**src/rtl/irq_pkg.sv**
```systemverilog
package irq_pkg;

    localparam int REG_W = 32;

    localparam logic [REG_W-1:0] OFS_CAUSE  = 32'h0000_0000;
    localparam logic [REG_W-1:0] OFS_ENABLE = 32'h0000_0004;

    typedef enum logic [1:0] {
        SEL_NONE   = 2'd0,
        SEL_CAUSE  = 2'd1,
        SEL_ENABLE = 2'd2
    } reg_sel_e;

    typedef struct packed {
        logic     wr;
        logic     rd;
        reg_sel_e sel;
    } bus_req_t;

    // Exact match on the full offset: misaligned or aliased offsets select nothing.
    function automatic reg_sel_e decode_sel(input logic [REG_W-1:0] ofs);
        if (ofs == OFS_CAUSE)  return SEL_CAUSE;
        if (ofs == OFS_ENABLE) return SEL_ENABLE;
        return SEL_NONE;
    endfunction

endpackage

```
**src/rtl/irq_bus_decode.sv**
```systemverilog
module irq_bus_decode
    import irq_pkg::*;
#(
    parameter int ADDR_W = 8
) (
    input  logic [ADDR_W-1:0] addr,
    input  logic              we,
    input  logic              re,
    output bus_req_t          req
);

    logic [REG_W-1:0] addr_ext;

    always_comb begin
        addr_ext = REG_W'(addr);
        req.wr   = we;
        req.rd   = re;
        req.sel  = decode_sel(addr_ext);
    end

endmodule

```
**src/rtl/irq_cause_bank.sv**
```systemverilog
module irq_cause_bank
    import irq_pkg::*;
#(
    parameter int NUM_SRC = 8
) (
    input  logic               clk,
    input  logic               rst,
    input  logic [NUM_SRC-1:0] evt_i,
    input  bus_req_t           req,
    input  logic [NUM_SRC-1:0] wbits,
    output logic [NUM_SRC-1:0] cause_q
);

    logic wr_hit;

    assign wr_hit = req.wr && (req.sel == SEL_CAUSE);

    for (genvar i = 0; i < NUM_SRC; i++) begin : g_bit
        logic bit_q;
        logic clr_req;

        // A zero in the write data requests a clear; a one is ignored.
        assign clr_req = wr_hit && !wbits[i];

        always_ff @(posedge clk) begin
            if (rst) begin
                bit_q <= 1'b0;
            end else if (evt_i[i]) begin
                bit_q <= 1'b1;          // event outranks a same-cycle clear
            end else if (clr_req) begin
                bit_q <= 1'b0;
            end
        end

        assign cause_q[i] = bit_q;
    end

endmodule

```
**src/rtl/irq_enable_bank.sv**
```systemverilog
module irq_enable_bank
    import irq_pkg::*;
#(
    parameter int NUM_SRC = 8
) (
    input  logic               clk,
    input  logic               rst,
    input  bus_req_t           req,
    input  logic [NUM_SRC-1:0] wbits,
    output logic [NUM_SRC-1:0] enable_q
);

    always_ff @(posedge clk) begin
        if (rst) begin
            enable_q <= '0;
        end else if (req.wr && (req.sel == SEL_ENABLE)) begin
            enable_q <= wbits;
        end
    end

endmodule

```
**src/rtl/irq_readback.sv**
```systemverilog
module irq_readback
    import irq_pkg::*;
#(
    parameter int NUM_SRC = 8
) (
    input  logic               clk,
    input  logic               rst,
    input  bus_req_t           req,
    input  logic [NUM_SRC-1:0] cause_q,
    input  logic [NUM_SRC-1:0] enable_q,
    output logic [REG_W-1:0]   rdata
);

    logic [REG_W-1:0] rd_mux;

    always_comb begin
        unique case (req.sel)
            SEL_CAUSE:  rd_mux = REG_W'(cause_q);
            SEL_ENABLE: rd_mux = REG_W'(enable_q);
            default:    rd_mux = '0;
        endcase
    end

    always_ff @(posedge clk) begin
        if (rst) begin
            rdata <= '0;
        end else if (req.rd) begin
            rdata <= rd_mux;
        end
    end

endmodule

```
**src/rtl/irq_cause_ctrl.sv**
```systemverilog
module irq_cause_ctrl
    import irq_pkg::*;
#(
    parameter int NUM_SRC = 8,
    parameter int ADDR_W  = 8
) (
    input  logic               clk,
    input  logic               rst,
    input  logic [NUM_SRC-1:0] evt_i,
    input  logic [ADDR_W-1:0]  bus_addr,
    input  logic               bus_we,
    input  logic [31:0]        bus_wdata,
    input  logic               bus_re,
    output logic [31:0]        bus_rdata,
    output logic               irq_n
);

    bus_req_t           req;
    logic [NUM_SRC-1:0] wbits;
    logic [NUM_SRC-1:0] cause_q;
    logic [NUM_SRC-1:0] mask_q;
    logic [NUM_SRC-1:0] pending;
    logic               unused_wdata;

    assign wbits        = bus_wdata[NUM_SRC-1:0];
    assign unused_wdata = ^bus_wdata;

    irq_bus_decode #(.ADDR_W(ADDR_W)) u_decode (
        .addr (bus_addr),
        .we   (bus_we),
        .re   (bus_re),
        .req  (req)
    );

    irq_cause_bank #(.NUM_SRC(NUM_SRC)) u_cause (
        .clk     (clk),
        .rst     (rst),
        .evt_i   (evt_i),
        .req     (req),
        .wbits   (wbits),
        .cause_q (cause_q)
    );

    irq_enable_bank #(.NUM_SRC(NUM_SRC)) u_enable (
        .clk      (clk),
        .rst      (rst),
        .req      (req),
        .wbits    (wbits),
        .enable_q (mask_q)
    );

    irq_readback #(.NUM_SRC(NUM_SRC)) u_rdback (
        .clk      (clk),
        .rst      (rst),
        .req      (req),
        .cause_q  (cause_q),
        .enable_q (mask_q),
        .rdata    (bus_rdata)
    );

    assign pending = cause_q & mask_q;
    assign irq_n   = ~|pending;

endmodule

```
**config.mk**
```make
export PLATFORM = sky130hd
export DESIGN_NAME = irq_cause_ctrl
export DESIGN_NICKNAME = d
export VERILOG_FILES = /design/src/rtl/irq_pkg.sv /design/src/rtl/irq_bus_decode.sv /design/src/rtl/irq_cause_bank.sv /design/src/rtl/irq_enable_bank.sv /design/src/rtl/irq_readback.sv /design/src/rtl/irq_cause_ctrl.sv
export SDC_FILE = /design/constraint.sdc
export NUM_CORES = 1
export LEC_CHECK = 0
export ABC_AREA = 1
export BUFFER_PORTS_ARGS = -buffer_cell sky130_fd_sc_hd__buf_4
export CORE_ASPECT_RATIO = 0.5
export CORE_UTILIZATION = 43
export DETAILED_ROUTE_END_ITERATION = 6
export PLACE_DENSITY = 0.83
export SLEW_MARGIN = 25
export SYNTH_ARGS = -nofsm -noshare
export SYNTH_HDL_FRONTEND = slang
export SYNTH_SLANG_ARGS = --single-unit
```
**constraint.sdc**
```tcl
create_clock -name clk -period 1.7 [get_ports clk]
set_clock_uncertainty 0.2 [all_clocks]
set_input_delay 0.34 -clock clk [delete_from_list [all_inputs] [get_ports clk]]
set_output_delay 0.34 -clock clk [all_outputs]
set_load 0.02 [all_outputs]
```
==> key figures <==
Finish
  – Fin nets: 299
  – Util after Layout: 54.1%
  – Diodes inserted: 0
  – Design area: roughly 1600 µm²
  – Area Growth Syn to Fin: 17.5%
  – Layout cells sized above 1: 20.7%

Global route
  – Largest net degree at the start of global routing: 18
  – GRT Residual Overflow: 0
  – Initial antenna violation count: 0
  – Vias in the first global route: 1162
  – GR Util All Layers: 17.4%
  – First-pass GRT wire length: 4600 µm

STA
  – Final hold violation count: 0
  – Min Tclk post-route: 1590 ps
  – Fmax achieved: 0.627 GHz
  – RSZ-0062 raised after global routing: no
  – Max-slew violations: 0
  – Setup tns final: 0 ps
  – Hold WS: between 100 and 150 ps
  – Final setup violation count: 0
  – Fin crit share: 93.8%

Critical path
  – Worst R2R Start: u_cause.g_bit[5].bit_q
  – Worst Setup End Kind: primary output
  – Critical path, cell by cell: nand2_1 > nand4_1 > nor2_1 > buf_4
  – Worst EP arrival: about 1100 ps
  – Crit path largest cell delay: 340 ps
  – Critical path startpoint: u_cause.g_bit[6].bit_q
  – Crit-path leading delay family: flip-flops
  – CP startpoint kind: register
  – Critical Path RT: 1160 ps
  – Worst path bufs/invs: 1
  – Crit Path Class: register to primary output
  – Max FO, Critical Path: 3
  – Critical-path top delay cell: dfxtp_1

Routing
  – WL final: around 2800 µm
  – Initial DRC count: 97
  – Via count: between 1000 and 1500
  – Routed length per instance: 9.66 µm
  – DRT Pass-1 Iters: 4
  – Post-route ant nets: 0
  – DR DRC count: 0
  – Vias per inst: 4.53

CTS
  – H-tree levels: 1
  – CTS Buffer Depth: 2
  – Postcts setup bufs: 0
  – CTS buffer count: 3
  – Insertion delay to the later sink of the worst-skew pair: 260 ps
  – Clock Tree Root: clkbuf_8
  – Post-CTS Hold Fix Bufs: 0
  – Worst-path clk slew: 80 ps
  – Post-cts resize count: 0
  – TritonCTS clock tree: built
  – Clock sinks: 24

Power and ir drop
  – Leakage: 0.911 nW
  – Total Power: 1.20 mW
  – Power Density: 725 nW/µm²
  – Max IR drop VDD: 0.000276 V

Synthesis
  – Post-Syn Area: between 1000 and 1500 µm²
  – Yosys reg bits: 24
  – Synthesized instance count: 212
  – Sequential element share of the synthesized area: 34.3%
  – Synth unique cells: 21
  – Avg Cell Area, Syn: roughly 6.6 µm²
  – Yosys warnings: 0

Die
  – Total Die Area: 3510 µm²
  – I/O pin cnt: 85
  – Starting Density: 46.0%
  – Core Region: 3050 µm²
  – Die Width: a little over 80 µm
  – Row cnt: 14
  – Die H: 42.4 µm

Min path
  – Min-delay src: evt_i[4]
  – Worst Hold Class: input pin to register

Placement
  – Placed Area: about 1600 µm²
  – GPL Wtd Cong: 0.801
  – Port-buffer cells: 36
  – Detailed Place HPWL: 2040 µm

Flow run
  – Max cap viols: 0

Outcome
  – Outcome: complete, no violations
==> state kept, by name, indices dropped and copies added (netlist names) <==
signal	count
u_enable.enable_q	8
u_rdback.rdata	8
u_cause.g_bit.bit_q	8
==> worst reg2reg max path: stages, from the launching register on <==
cell     delay [ps]
dfxtp_1         340
nand2_1          70
nand2_1          40
o21ai_0         150
inv_1            50
==> path summary, 6_finish.rpt <==
check | to | slack [ps] | depth (start not counted)
max | irq_n | 110 | 4
min | u_cause.g_bit[4].bit_q | 120 | 3
max reg2reg | u_rdback.rdata[5] | 760 | 4
min reg2reg | u_cause.g_bit[4].bit_q | 290 | 2
==> cell families after synthesis <==
family                 Yosys count  share of synthesized area, %
AOI/OAI and AO/OA                9                          3.21
buffers and inverters           61                          24.7
DFF                             24                          34.3
other                            1                         0.267
and+or+nand+nor                117                          37.6
==> stage by stage <==
stage | worst slack [ps] | cells
finish | 105 | 286
global route | 54.6 | 286
CTS | 109 | 286
detailed placement | 83.9 | 282
global placement | 119 | 282
floorplan | 302 | 235
==> synth_stat cells, drive strengths merged <==
cell	number	area share [%]
inv	30	8.2
conb	1	0.27
dfxtp	24	34
o21ai	1	0.36
nand2	52	15
nand3	22	7.9
buf	29	16
a21oi	8	2.9
nor2	41	14
nand4	2	0.89
clkbuf	2	0.54
==> where the power goes <==
group          total (mW)  internal [mW]  leakage, nW  switching [mW]
Combinational       0.212         0.0801        0.685           0.132
Clock               0.382          0.207       0.0288           0.175
Sequential          0.601          0.585        0.197          0.0163
==> final cells by class <==
| cell class | count | area (µm²) |
|---|---|---|
| Fill cell | 298 | 1400 |
| Timing Repair Buffer | 38 | 285 |
| Sequential cell | 24 | 480 |
| Inverter | 30 | 115 |
| Clock buffer | 4 | 55.1 |
| Multi-Input combinational cell | 150 | 662 |
| Tap cell | 40 | 50.0 |
==> layout by cell type (no fill, tap or decap), types with 4 or more instances in the layout <==
cell and n:
dfxtp_1 24, inv_1 28, clkbuf_8 4, nand2_1 49, buf_4 38, conb_1 24, nand3_1 22, a21oi_1 8
nor2_1 37
==> routing by layer <==
layer,up-vias,global-route usage [%],wire length (µm),share of wire [%]
li1,655,-,-,-
met5,-,0,0,0
met2,63,33.9,1400,50
met1,573,18.8,1110,40
met3,4,4.13,233,8.4
met4,0,3.79,25,0.90
No activity file was read; power rests on OpenSTA's default activity.
